`src/rtl/ecc_result_regs.sv`:
```
module ecc_result_regs #(
  parameter int STEP_FULL  = 512,
  parameter int STEP_HALF  = 256,
  parameter int CODE_BYTES = 13,
  parameter int ERRW       = 4
) (
  input  logic                    clk,
  input  logic                    rst_n,
  input  logic                    bus_sel,
  input  logic                    bus_we,
  input  logic [2:0]              bus_addr,
  input  logic [31:0]             bus_wdata,
  output logic [31:0]             bus_rdata,
  input  logic                    data_strobe,
  input  logic [8*CODE_BYTES-1:0] eng_result,
  input  logic [ERRW-1:0]         eng_errs
);
  localparam int RW = 8 * CODE_BYTES;
  localparam int CW = $clog2(STEP_FULL + CODE_BYTES + 1);

  logic          en_q, half_q, ready_q;
  logic [CW-1:0] cnt_q;
  logic [RW-1:0] res_q;
  logic [ERRW-1:0] errs_q;

  wire ctrl_wr = bus_sel && bus_we && (bus_addr == 3'd0);
  wire restart = ctrl_wr && bus_wdata[0] && !en_q;
  wire [CW-1:0] target = half_q ? CW'(STEP_HALF + CODE_BYTES) : CW'(STEP_FULL + CODE_BYTES);
  wire counting = en_q && data_strobe && (cnt_q < target);
  wire capture  = en_q && !ready_q && (cnt_q == target);

  always_ff @(posedge clk or negedge rst_n) begin
    if (!rst_n) begin
      en_q    <= 1'b0;
      half_q  <= 1'b0;
      ready_q <= 1'b0;
      cnt_q   <= '0;
      res_q   <= '0;
      errs_q  <= '0;
    end else begin
      if (ctrl_wr) begin
        en_q   <= bus_wdata[0];
        half_q <= bus_wdata[1];
      end
      if (restart) begin
        cnt_q   <= '0;
        ready_q <= 1'b0;
        res_q   <= '0;
        errs_q  <= '0;
      end else begin
        if (counting) cnt_q <= cnt_q + 1'b1;
        if (capture) begin
          ready_q <= 1'b1;
          res_q   <= eng_result;
          errs_q  <= eng_errs;
        end
      end
    end
  end

  always_comb begin
    bus_rdata = '0;
    case (bus_addr)
      3'd0: begin
        bus_rdata[0] = en_q;
        bus_rdata[1] = half_q;
      end
      3'd1: begin
        bus_rdata[0]          = ready_q;
        bus_rdata[10 +: ERRW] = errs_q;
        bus_rdata[23:16]      = res_q[96 +: 8];
      end
      3'd2: bus_rdata = res_q[0  +: 32];
      3'd3: bus_rdata = res_q[32 +: 32];
      3'd4: bus_rdata = res_q[64 +: 32];
      default: bus_rdata = '0;
    endcase
  end
endmodule


```
`config.mk`:
```
export PLATFORM = sky130hd
export DESIGN_NAME = ecc_result_regs
export DESIGN_NICKNAME = d
export VERILOG_FILES = /design/src/rtl/ecc_result_regs.sv
export SDC_FILE = /design/constraint.sdc
export NUM_CORES = 1
export LEC_CHECK = 0
export ABC_AREA = 1
export BUFFER_PORTS_ARGS = -buffer_cell sky130_fd_sc_hd__clkbuf_2
export CAP_MARGIN = 0
export CORE_MARGIN = 5
export CORE_UTILIZATION = 50
export CTS_BUF_LIST = sky130_fd_sc_hd__clkbuf_16
export DETAILED_ROUTE_END_ITERATION = 6
export PLACE_DENSITY = 0.77
export SLEW_MARGIN = 30
export SYNTH_ARGS = -nofsm -noshare
export SYNTH_HDL_FRONTEND = slang
export SYNTH_SLANG_ARGS = --single-unit
```
`constraint.sdc`:
```
create_clock -name clk -period 4.3 [get_ports clk]
set_input_delay 0 -clock clk [delete_from_list [all_inputs] [get_ports clk]]
set_output_delay 0 -clock clk [all_outputs]
set_load 0.01 [all_outputs]
```
# [Word-level counts from Yosys, hierarchy flattened]
# Cells that the tools add are included.
[classes] add_sub_neg=1 n_mul=0 div=0 magnitude_cmp=1 n_eq_ne=5 shift=0 mux=16 n_bitwise=0 reduce_logical=13
[op_table] operator="2-to-1 mux 104 bit" count=2
[op_table] operator="one-hot mux 8 bit (3 select lines)" count=2
[op_table] operator="one-hot mux 8 bit (4 select lines)" count=1
[op_table] operator="2-to-1 mux 10 bit" count=3
[op_table] operator="one-hot mux 4 bit (4 select lines)" count=1
[op_table] operator="adder 10 x 1 -> 10 bit (second input constant)" count=1
[op_table] operator="equality test 10 bit" count=1
[op_table] operator="less-than comparator 10 bit" count=1
[op_table] operator="logical AND 1 bit" count=8
[op_table] operator="2-to-1 mux 4 bit" count=2
[op_table] operator="equality test 3 x 2 -> 1 bit (second input constant)" count=2
[op_table] operator="one-hot mux 2 bit (3 select lines)" count=1
[op_table] operator="one-hot mux 1 bit (5 select lines)" count=1
[op_table] operator="one-hot mux 1 bit (4 select lines)" count=1
[op_table] operator="nonzero test 2 bit" count=2
[op_table] operator="equality test 3 x 1 -> 1 bit (second input constant)" count=1
[op_table] operator="equality test 3 bit (second input constant)" count=1
[op_table] operator="logical NOT 3 bit" count=1
[op_table] operator="logical NOT 1 bit" count=2
[op_table] operator="2-to-1 mux 1 bit" count=2
[totals] register_bits=121 latchBits=0 ram_bits=0 rom_bits=0 input_bits=148 out_inout_bits=32 wordCells=42 memories=0

# [Depth between registers and ports, before layout]
[depth] word_depth=5 mapped_depth=11 mapped_depth_nobuf=10

# [Least setup slack after synthesis]
# OpenSTA, ideal clock, no wires.
[synth_timing] path_type="flip-flop to flip-flop" startpoint="register cnt_q[9]" endpoint="register ready_q" t_arrival_ps=1505 slack_ps=2663 path_stages_with_launch=11 synth_period_minus_slack_ps=1637 path_cell_list="dfrtp_1 -> ha_1 -> nand2_1 -> nor2_2 -> nand2_2 -> inv_4 -> nand2_4 -> nand2_4 -> buf_12 -> buf_12 -> o21ai_2"
[synth_between] elab_chain_len=3
[synth_lines] item="start: declaration" line="22" source="logic [CW-1:0] cnt_q;"
[synth_lines] item="start signal: assignment" line="51" source="if (counting) cnt_q <= cnt_q + 1'b1;"
[synth_lines] item="equality test 10 bit" line="30" source="wire capture = en_q && !ready_q && (cnt_q == target);"
[synth_lines] item="logical AND 1 bit" line="30"
[synth_lines] item="nonzero test 2 bit (no source line)"
[synth_lines] item="end signal: assignment" line="36" source="ready_q <= 1'b0;"
[synth_lines] item="end signal: assignment" line="47" source="ready_q <= 1'b0;"
[synth_lines] item="end signal: assignment" line="53" source="ready_q <= 1'b1;"
[synth_lines] item="end: declaration" line="21" source="logic en_q, half_q, ready_q;"
# No other way between the ends.
# A chain may end at the register's enable or synchronous reset.

# [Worst setup path in the final report]
[layout_timing] startpoint="register cnt_q[8]" endpoint="register res_q[51]"
[layout_between] elab_chain_len=3
[layout_lines] item="equality test 10 bit" line="30"
[layout_lines] item="logical AND 1 bit" line="30"
[layout_lines] item="nonzero test 2 bit (no source line)"
[layout_lines] item="end signal: assignment" line="54" source="res_q <= eng_result;"
[layout_lines] item="end: declaration" line="23" source="logic [RW-1:0] res_q;"
# No other way between the ends.

==> qor.txt <==
Cells after synthesis = 696
Avg WL per Cell = 17.4 um
CP Data Required Time = 4.59 ns
TritonCTS clock tree = yes
Fill cells = 877
Largest net degree at the start of global routing = 109
Clock Sinks = 121
Most used cell, CP = nand2_4
Top-area cell type share of the netlist area = 0.488
Residual DRC = 0
Fraction of layout cells with a size suffix above 1 = 0.285
Vias in the first global route = 6,336
Asr flop ratio synth = 1.00
DRT iter0 DRCs = 426
Initial antenna violation count = 1
Core Region = 12,100 sq um
Yosys top cell by area = dfrtp_1
Worst setup path category = flip-flop to flip-flop
Nets@finish = 1,089
Clock Latency Late Sink = 0.41 ns
XOR/XNOR Fraction of Synth Area = 0.00424
Syn Area/Cell = 8.91 sq um
First-pass GRT wire length = 31.6 mm
Critical Path, Cell by Cell = ha_1, nand2_1, nor2_2, nand2_2, inv_4, nand2_4, nand2_4, buf_4, o21ai_2
Die Span Y = 121 um
CP max FO = 60
Arr. time, crit path = 3.07 ns
Crit. End Element = flip-flop
Seq/Total Area, Yosys = 0.488
Slowest-stage cell, CP = nand2_4
Setup violators final = 0
Post-DP HPWL = 10.8 mm
Num CTS Buffers = 17
Root buffer cell = clkbuf_16
Pre-Repair DR Iteration Count = 5
Vias = 5,988
Mux contribution to synthesized area = 0
Drt via density = 5.36
Finished Core Util = 0.712
Outcome = complete, no violations
Final WL = 19.4 mm
Routability cong. = 0.858
Setup TNS = 0 ns
Total track usage = 0.272
Die area = 14,700 sq um
Post-CTS sizing = 0
Die width = 121 um
Worst vdd ir = 0.000228 V
Initial core utilization = 0.514
Flops & latches, synth = 121
Max Buffers Root-to-Sink = 2
Standard-cell rows = 40
Post-synthesis compound-gate area fraction = 0.170
Post-Synth Simple-Gate Area = 0.210
Area Growth Syn to Fin = 38.6%
Nature of the critical path startpoint = flip-flop
Fmax = 361 MHz
Final hold vios = 0
Synth warn = 0
Crit share post-route = 0.645
Relative slew slack = 0.366
I/O pin count = 180
H-tree depth = 4
Hold Crit Class = input pin to flip-flop
Grt ovf = 0
Crit-path max cell delay = 0.80 ns
RSZ-0062 raised after global routing = false
Max cap viols = 0
Count of cell types in the netlist = 28
Max-slew violations = 0
Post-DRT Antenna Nets = 0
Hold slack = 0.0259 ns
EDFF count, synth = 0
Clock skew = 0.00945 ns
Worst-margin pin slew = 0.950 ns
Pwr dens = 353 nW/um^2
Synthesized cell area = 6200 sq um
Tmin final = 2.77 ns
IO buf count = 149
Dominant cells by area after synthesis = dfrtp_1 (49%), nand3_1 (12%), o21ai_2 (9.9%)
Leakage = 4.19 nW
Largest family of logic cells by synthesized area = simple AND/OR/NAND/NOR gates
Worst-path clk slew = 0.06 ns
Mapped Nets = 849
Ys flop type = dfrtp_1
Post-Synth Adder-Cell Area = 0.0101
[routing by layer]
| metal | track usage | part of all wire | vias up |
|---|---|---|---|
| met5 | 0 | 0 | - |
| met4 | 0.107 | 0.028 | 0 |
| met3 | 0.0685 | 0.060 | 45 |
| met2 | 0.449 | 0.50 | 241 |
| met1 | 0.343 | 0.41 | 2876 |
| li1 | - | - | 2826 |
[cell usage after synthesis (2+ instances only)]
master	number
nand3_1	154
dfrtp_1	121
inv_1	101
nand2_1	86
o21ai_2	70
clkbuf_1	27
o21ai_0	25
o22ai_1	19
o221ai_1	18
nor2_1	15
buf_2	11
a21oi_1	8
buf_12	8
ha_1	5
nand4_1	5
or2_2	5
buf_4	2
inv_2	2
nand2_4	2
nand3b_1	2
nor2_2	2
xor2_1	2
[what timing repair did]
action	4_1_cts	5_1_grt
setup buffers	0	0
hold buffers	113	0
endpoints found under the hold margin	180	0
[critical path: cells and delay by family (launching register included)]
kind	cells	cell delay, ns
fa+ha+maj	1	0.31
compound gates	1	0.09
flops	1	0.45
buf+inv	2	0.47
simple gates	5	1.31
[report_power, final]
group	switching [mW]	internal, mW	leakage, nW	total [mW]
combinational	0.245	0.188	2.24	0.434
clock	0.517	0.842	0.280	1.36
sequential	0.0484	1.19	1.68	1.24
total	0.810	2.22	4.19	3.03
[layout make-up]
type                       count  area (sq um)  area share
sequential                   121          3030       0.352
clock buffer                  17           425      0.0495
inverter                     104           393      0.0457
clock inverter                15           139      0.0162
timing repair buffer         269          1940       0.226
antenna                        1          2.50    0.000291
tap                          168           210      0.0245
multi-input combinational    423          2450       0.285
[placed cells by master (no fill, tap or decap), drive strengths merged, types with 3 or more instances in the layout]
cell | netlist | routed
clkbuf | 27 | 165
nand3 | 155 | 155
dfrtp | 121 | 121
dlygate4sd3 | 0 | 113
inv | 104 | 107
o21ai | 95 | 95
nand2 | 89 | 89
o22ai | 19 | 19
o221ai | 18 | 18
nor2 | 18 | 18
a21oi | 8 | 8
buf | 21 | 8
clkinv | 0 | 7
or2 | 5 | 5
nand4 | 5 | 5
ha | 5 | 5
clkinvlp | 0 | 3
[cell families (layout without fill, tap and decap cells)]
logic type / count (synthesis) / after routing
adder cells (fa/ha/maj): 5 / 5
AND/OR/NAND/NOR: 275 / 275
buffers and inverters: 152 / 405
XOR/XNOR: 3 / 3
flip-flops: 121 / 121
other: 0 / 1
AO/OA/AOI/OAI: 140 / 140
[sequential cells by signal, summed over array words and instances, names as in the netlist]
signal	flops
cnt_q	10
half_q	1
res_q	104
en_q	1
ready_q	1
errs_q	4
[through the flow]
step           setup WS [ns]  power (mW)  instances  instance area, sq um
2_1_floorplan           2.66        1.46        696                  6200
6_report                1.53        3.03       1118                  8590
4_1_cts                 1.57        3.03       1117                  8580
3_3_place_gp            1.65        1.58        972                  6880
3_5_place_dp            1.62        1.60        972                  6890
5_1_grt                 1.39        3.15       1118                  8590
[worst paths after layout]
| path | depth (start not counted) | start | slack (ns) | end |
|---|---|---|---|---|
| min in group asynchronous | 2 | rst_n | 0.17 | res_q[22]$_DFFE_PN0P_ |
| setup / recovery | 9 | cnt_q[8]$_DFFE_PN0P_ | 1.53 | res_q[51]$_DFFE_PN0P_ |
| hold / removal | 5 | bus_we | 0.03 | en_q$_DFFE_PN0N_ |
| setup reg to reg | 9 | cnt_q[8]$_DFFE_PN0P_ | 1.53 | res_q[51]$_DFFE_PN0P_ |
| max in group asynchronous | 3 | rst_n | 2.99 | res_q[18]$_DFFE_PN0P_ |
| hold reg to reg | 2 | res_q[3]$_DFFE_PN0P_ | 0.50 | res_q[3]$_DFFE_PN0P_ |
Power figures use the tool's default switching activity.
